[config.mk]
export PLATFORM = sky130hd
export DESIGN_NAME = ddr3c_cmd_launch
export DESIGN_NICKNAME = d
export VERILOG_FILES = /design/src/rtl/ddr3c_pkg.sv /design/src/rtl/ddr3c_cmd_encode.sv /design/src/rtl/ddr3c_slot_pair.sv /design/src/rtl/ddr3c_cke_gate.sv /design/src/rtl/ddr3c_cmd_launch.sv
export SDC_FILE = /design/constraint.sdc
export NUM_CORES = 1
export LEC_CHECK = 0
export BUFFER_PORTS_ARGS = -buffer_cell sky130_fd_sc_hd__buf_2
export CAP_MARGIN = 10
export CORE_MARGIN = 3
export CORE_UTILIZATION = 44
export CTS_CLUSTER_DIAMETER = 100
export CTS_CLUSTER_SIZE = 40
export DETAILED_ROUTE_END_ITERATION = 8
export GPL_TIMING_DRIVEN = 0
export PLACE_DENSITY = 0.75
export SKIP_LAST_GASP = 1
export SYNTH_ARGS = -nofsm -noshare
export SYNTH_HDL_FRONTEND = slang
export SYNTH_SLANG_ARGS = --single-unit
[constraint.sdc]
create_clock -name clk -period 1.35 [get_ports clk]
set_clock_uncertainty 0.2 [all_clocks]
set_input_delay 0.135 -clock clk [delete_from_list [all_inputs] [get_ports clk]]
set_output_delay 0.135 -clock clk [all_outputs]
set_load 0.1 [all_outputs]
[src/rtl/ddr3c_pkg.sv]
package ddr3c_pkg;

    localparam int BA_W = 3;
    localparam int A_W  = 16;
    localparam int AP_BIT = 10;
    localparam int BL_BIT = 12;

    typedef enum logic [2:0] {
        OP_NOP = 3'd0,
        OP_ACT = 3'd1,
        OP_RD  = 3'd2,
        OP_WR  = 3'd3,
        OP_PRE = 3'd4,
        OP_REF = 3'd5
    } op_e;

    typedef struct packed {
        logic            cs_n;
        logic            ras_n;
        logic            cas_n;
        logic            we_n;
        logic [BA_W-1:0] ba;
        logic [A_W-1:0]  a;
    } pin_word_t;

    localparam int BODY_W = $bits(pin_word_t) - 1;

    localparam pin_word_t DESELECT = '{cs_n: 1'b1, ras_n: 1'b1, cas_n: 1'b1,
                                       we_n: 1'b1, ba: '0, a: '0};

    function automatic logic [2:0] strobe_pattern(input op_e op);
        case (op)
            OP_ACT:  return 3'b011;
            OP_RD:   return 3'b101;
            OP_WR:   return 3'b100;
            OP_PRE:  return 3'b010;
            OP_REF:  return 3'b001;
            default: return 3'b111;
        endcase
    endfunction

endpackage

[src/rtl/ddr3c_cmd_encode.sv]
module ddr3c_cmd_encode
    import ddr3c_pkg::*;
#(
    parameter int COL_W = 10
) (
    input  logic [2:0]      op,
    input  logic [BA_W-1:0] bank,
    input  logic [A_W-1:0]  row,
    input  logic [COL_W-1:0] col,
    input  logic            auto_pre,
    input  logic            burst8,
    input  logic            all_banks,
    output pin_word_t       word,
    output logic            is_write
);

    op_e op_t;
    assign op_t = op_e'(op);

    always_comb begin
        word = DESELECT;
        word.cs_n = 1'b0;
        {word.ras_n, word.cas_n, word.we_n} = strobe_pattern(op_t);
        case (op_t)
            OP_ACT: begin
                word.ba = bank;
                word.a  = row;
            end
            OP_RD, OP_WR: begin
                word.ba = bank;
                for (int i = 0; i < COL_W; i++) word.a[i] = col[i];
                word.a[AP_BIT] = auto_pre;
                word.a[BL_BIT] = burst8;
            end
            OP_PRE: begin
                word.ba = bank;
                word.a[AP_BIT] = all_banks;
            end
            default: ;
        endcase
    end

    assign is_write = (op_t == OP_WR);

    always_comb begin
        assert (COL_W <= AP_BIT) else $error("a_r7_col_fits: column wider than A[9:0]");
    end

endmodule

[src/rtl/ddr3c_slot_pair.sv]
module ddr3c_slot_pair
    import ddr3c_pkg::*;
(
    input  logic      clk,
    input  logic      rst,
    input  logic      fire,
    input  logic      late,
    input  pin_word_t word,
    input  logic      odt_req,
    output pin_word_t slot0,
    output pin_word_t slot1,
    output logic [1:0] odt,
    output logic      busy
);

    pin_word_t carry_q;
    pin_word_t n0, n1;
    logic [1:0] odt_n;

    always_comb begin
        n0 = DESELECT;
        n1 = DESELECT;
        odt_n = 2'b00;
        if (busy) begin
            n0 = carry_q;
            n0.cs_n = 1'b1;
        end
        if (fire && !late) begin
            n0 = word;
            n1 = word;
            n1.cs_n = 1'b1;
            odt_n[0] = odt_req;
        end
        if (fire && late) begin
            n1 = word;
            odt_n[1] = odt_req;
        end
    end

    always_ff @(posedge clk) begin
        if (rst) begin
            slot0   <= DESELECT;
            slot1   <= DESELECT;
            carry_q <= DESELECT;
            odt     <= 2'b00;
            busy    <= 1'b0;
        end else begin
            slot0 <= n0;
            slot1 <= n1;
            odt   <= odt_n;
            busy  <= fire && late;
            if (fire && late) carry_q <= word;
        end
    end

    a_r1_reset_deselect: assert property (@(posedge clk)
        rst |=> (slot0.cs_n && slot1.cs_n && odt == 2'b00));

    // one select per command, never in two adjacent memory slots
    a_r4_early_alone: assert property (@(posedge clk) disable iff (rst)
        !slot0.cs_n |-> slot1.cs_n);
    a_r4_late_alone: assert property (@(posedge clk) disable iff (rst)
        !slot1.cs_n |=> slot0.cs_n);

    // body held over two memory slots
    a_r5_hold_inside: assert property (@(posedge clk) disable iff (rst)
        !slot0.cs_n |-> slot1[BODY_W-1:0] == slot0[BODY_W-1:0]);
    a_r5_hold_across: assert property (@(posedge clk) disable iff (rst)
        !slot1.cs_n |=> slot0[BODY_W-1:0] == $past(slot1[BODY_W-1:0]));

    a_r9_odt_in_cmd_slot: assert property (@(posedge clk) disable iff (rst)
        (odt[0] |-> !slot0.cs_n) and (odt[1] |-> !slot1.cs_n));

    a_r11_no_fire_when_busy: assert property (@(posedge clk) disable iff (rst)
        busy |-> !fire);

endmodule

[src/rtl/ddr3c_cke_gate.sv]
module ddr3c_cke_gate (
    input  logic clk,
    input  logic rst,
    input  logic cke_req,
    input  logic busy,
    output logic cke_q,
    output logic ready
);

    always_ff @(posedge clk) begin
        if (rst) cke_q <= 1'b0;
        else     cke_q <= cke_req;
    end

    assign ready = cke_q && !busy;

    a_r1_reset_cke_low: assert property (@(posedge clk)
        rst |=> !cke_q);

    a_r10_ready_follows_req: assert property (@(posedge clk) disable iff (rst)
        !cke_req |=> !ready);

endmodule

[src/rtl/ddr3c_cmd_launch.sv]
module ddr3c_cmd_launch
    import ddr3c_pkg::*;
#(
    parameter int COL_W = 10
) (
    input  logic              clk,
    input  logic              rst,
    input  logic              cke_req,
    input  logic              cmd_valid,
    output logic              cmd_ready,
    input  logic [2:0]        cmd_op,
    input  logic [BA_W-1:0]   cmd_bank,
    input  logic [A_W-1:0]    cmd_row,
    input  logic [COL_W-1:0]  cmd_col,
    input  logic              cmd_auto_pre,
    input  logic              cmd_burst8,
    input  logic              cmd_all_banks,
    input  logic              cmd_late,
    input  logic              cmd_odt,
    output logic [1:0]        mem_cke,
    output logic [1:0]        mem_cs_n,
    output logic [1:0]        mem_ras_n,
    output logic [1:0]        mem_cas_n,
    output logic [1:0]        mem_we_n,
    output logic [1:0]        mem_odt,
    output logic [2*BA_W-1:0] mem_ba,
    output logic [2*A_W-1:0]  mem_a
);

    pin_word_t word, s0, s1;
    logic is_write, busy, cke_q, fire;

    ddr3c_cmd_encode #(.COL_W(COL_W)) u_encode (
        .op        (cmd_op),
        .bank      (cmd_bank),
        .row       (cmd_row),
        .col       (cmd_col),
        .auto_pre  (cmd_auto_pre),
        .burst8    (cmd_burst8),
        .all_banks (cmd_all_banks),
        .word      (word),
        .is_write  (is_write)
    );

    ddr3c_cke_gate u_cke (
        .clk     (clk),
        .rst     (rst),
        .cke_req (cke_req),
        .busy    (busy),
        .cke_q   (cke_q),
        .ready   (cmd_ready)
    );

    assign fire = cmd_valid && cmd_ready;

    ddr3c_slot_pair u_slots (
        .clk     (clk),
        .rst     (rst),
        .fire    (fire),
        .late    (cmd_late),
        .word    (word),
        .odt_req (cmd_odt && is_write),
        .slot0   (s0),
        .slot1   (s1),
        .odt     (mem_odt),
        .busy    (busy)
    );

    assign mem_cke   = {cke_q, cke_q};
    assign mem_cs_n  = {s1.cs_n,  s0.cs_n};
    assign mem_ras_n = {s1.ras_n, s0.ras_n};
    assign mem_cas_n = {s1.cas_n, s0.cas_n};
    assign mem_we_n  = {s1.we_n,  s0.we_n};
    assign mem_ba    = {s1.ba, s0.ba};
    assign mem_a     = {s1.a,  s0.a};

endmodule

==> impl_results.md <==
- Outcome: complete, but fails checks
- Failing checks: negative hold slack, negative setup slack
- EDFF count, synth: 0
- Worst-Margin Slew: 0.571 ns
- Period utilisation layout: 1.13
- FMAX: 0.657 GHz
- Syn_nets: 276
- H-tree depth: 3
- Final std cells w/o fill: 442
- Worst VDD drop: 0.937 mV
- Mean post-synth cell area: 10.9 um^2
- Worst setup SP type: flip-flop
- Total congestion overflow: 0
- Routed WL: 7.23 mm
- Power per cell area: 1200 nW/um^2
- CP max-delay cell: and4bb_4
- Post-synth ARST share: 0
- Max FO, Critical Path: 7
- Min-Delay Endpoint: u_slots.slot1[10]
- Clk buf depth: 2
- Setup violations, final: 67
- Placeable Area: 5570 um^2
- CTS Hold Bufs: 11
- Reg clk slew, reported paths: 0.07 ns
- Hold Crit Class: in2reg
- Setup TNS: -6.82 ns
- Reg2Reg Setup Slack: -0.17 ns
- FILL cells: 395
- Vias in the first global route: 2177
- Final WS setup: -0.173 ns
- Top post-synthesis cells by area: dfxtp_1 (56%), a22o_1 (8.2%), nand3b_1 (3.2%)
- Top-area cell type share of the netlist area: 0.560
- CP Capture Type: flip-flop
- Hold Slack: -0.0502 ns
- Arrival time worst endpoint: 1.60 ns
- Synth Instances: 235
- Most used cell, CP: buf_6
- Power share of the combinational group: 0.105
- Synth warn: 0
- Num rows: 27
- Most common cell after layout, fill and taps aside: dfxtp_1
- Fin nets: 406
- Switch Pwr: 0.00111 W
- Total track usage: 0.205
- Post-detailed-route via-to-cell ratio: 5.19
- Post-route ant nets: 0
- Top Ports: 92
- CTS tree: built
- Pin count of the biggest net entering global routing: 13
- Worst R2R End: u_slots.carry_q[14]
- Hpwl dp: 4.49 mm
- Slew Limit Headroom: 0.617
- Critical path class: reg2reg
- Reg power frac: 0.455
- HP Start: cmd_valid
- Register area share after synthesis: 0.560
- Ys flop type: dfxtp_1
- First-iteration detailed-routing DRC count: 139
- Worst Reg-to-Reg Cells: 5
- Min Tclk post-route: 1.52 ns
- Most frequent cells in the layout: dfxtp_1 (70), buf_4 (61), buf_2 (45)
- Total CTS buffers: 9
- P_int: 0.00362 W
- Hold Fails Final Rpt: 2
- Layout cells sized above 1: 0.462
- Port Buf Inserts: 89
- CTS sink cnt: 72
- Initial antenna violation count: 0
- Slew Limit Fails: 0
- GPL Wtd Cong: 0.744
- Drt pass-1 iters: 4
- Leak: 1.74 nW
- Cells along the critical path: buf_6 > and4bb_4 > buf_6 > and2_4 > a32o_1
- First-pass GRT wire length: 10.4 mm
- Total inserted antenna cells: 0
- Clock power share: 0.440
- Starting Density: 0.462
- Die ar.: 6800 um^2
- Worst Hold Depth: 3
- Die H: 82.5 um
- Via Count: 2292
- FF-to-FF Start: u_slots.busy
- DP Cell Count: 396
- Synth area leader: dfxtp_1
- RSZ-0062 raised after global routing: true
- Sw frac: 0.234
- Crit path required time: 1.43 ns
- DRC: 0
- Skew-Pair Late Insertion Delay: 0.34 ns
- Die W: 82.5 um
- Wire per inst: 16.4 um
- Clock root cell: clkbuf_8
- Library cells used by synthesis: 39
- Synthesized area: 2570 um^2
- MaxCap Viol Count: 0
- Slowest stage delay, CP: 0.34 ns
- Area grow syn2layout: 53.4%
- FF+latch count, synth: 72
-- routing by layer --
layer,up-vias,GRT usage,share of wire
met4,0,0.120,0.034
met3,24,0.0499,0.071
met5,-,0,0
met2,97,0.341,0.48
met1,1072,0.239,0.41
li1,1099,-,-
-- power groups by stage --
stage	Sequential [W]	Combinational [W]	Clock (W)
floorplan	0.00227	0.000195	0
global placement	0.00220	0.000388	0
detailed placement	0.00220	0.000392	0
CTS	0.00215	0.000464	0.00208
global route	0.00215	0.000525	0.00220
finish	0.00215	0.000497	0.00208
-- what timing repair did --
| action | CTS | global route |
|---|---|---|
| setup buffers | 12 | 4 |
| resized for setup | 70 | 26 |
| cloned | 2 | 2 |
| setup endpoints to repair | 109 | 70 |
| pin swaps | 19 | 12 |
| hold endpoints to repair | 25 | 2 |
-- worst max-delay path by stage --
stage	from	to	slack (ns)	depth (start not counted)
2_1_floorplan	u_slots.busy	u_slots.carry_q[11]	-0.09	5
3_3_place_gp	u_slots.busy	u_slots.slot0[20]	-0.26	5
3_5_place_dp	u_slots.busy	u_slots.carry_q[15]	-0.26	5
4_1_cts	u_slots.busy	u_slots.carry_q[15]	-0.16	5
5_1_grt	u_slots.busy	u_slots.carry_q[13]	-0.20	5
6_report	u_slots.busy	u_slots.carry_q[14]	-0.17	5
-- cells in the mapped netlist (2+ instances only) --
master / count
nand3_1: 5
a32o_1: 8
nand2_1: 18
nand3b_1: 11
nand2b_1: 2
o2bb2ai_1: 2
a21oi_1: 16
and2_1: 13
buf_6: 5
a2bb2oi_1: 2
dfxtp_1: 72
and3_1: 3
and3b_1: 2
and3_4: 2
nor2_1: 9
buf_4: 4
a22o_1: 24
buf_2: 10
o22a_1: 2
nor2b_1: 6
-- worst max-delay path, delay by kind of cell, from the launching register on --
kind	cells	cell delay, ns
AND/OR/NAND/NOR	2	0.51
buffers and inverters	2	0.27
flip-flops	1	0.33
AO/OA/AOI/OAI	1	0.17
-- final cells by class --
cell class	instances	area, um^2	share of cell area
repair buffers	119	911	0.231
clock inverters	5	104	0.0263
flip-flops and latches	72	1450	0.367
multi-input cells	141	1070	0.271
well taps	72	90.1	0.0228
plain buffers	19	166	0.0422
clock buffers	11	141	0.0358
inverters	3	18.8	0.00476
-- cells by family after synthesis --
group,Yosys count,share of synthesized area
AOI/OAI and AO/OA,60,0.183
buffers and inverters,22,0.0584
and+or+nand+nor,80,0.194
DFF,72,0.560
muxes,1,0.00389
-- sequential cells by signal, indices dropped and copies added (netlist names) --
signal,flops
u_cke.cke_q,1
u_slots.busy,1
u_slots.carry_q,22
u_slots.odt,2
u_slots.slot0,23
u_slots.slot1,23
-- metrics by stage --
stage | setup WS [ns] | total power [W] | instance area [um^2] | util | hold slack, ns
floorplan | -0.0852 | 0.00247 | 2600 | - | 0.0501
global placement | -0.257 | 0.00259 | 3130 | 0.562 | 0.148
detailed placement | -0.261 | 0.00259 | 3130 | 0.562 | 0.161
CTS | -0.161 | 0.00469 | 3790 | 0.680 | -0.0469
global route | -0.199 | 0.00488 | 3950 | 0.708 | -0.0540
finish | -0.173 | 0.00473 | 3950 | 0.708 | -0.0502
(Power assumes the default switching activity.)
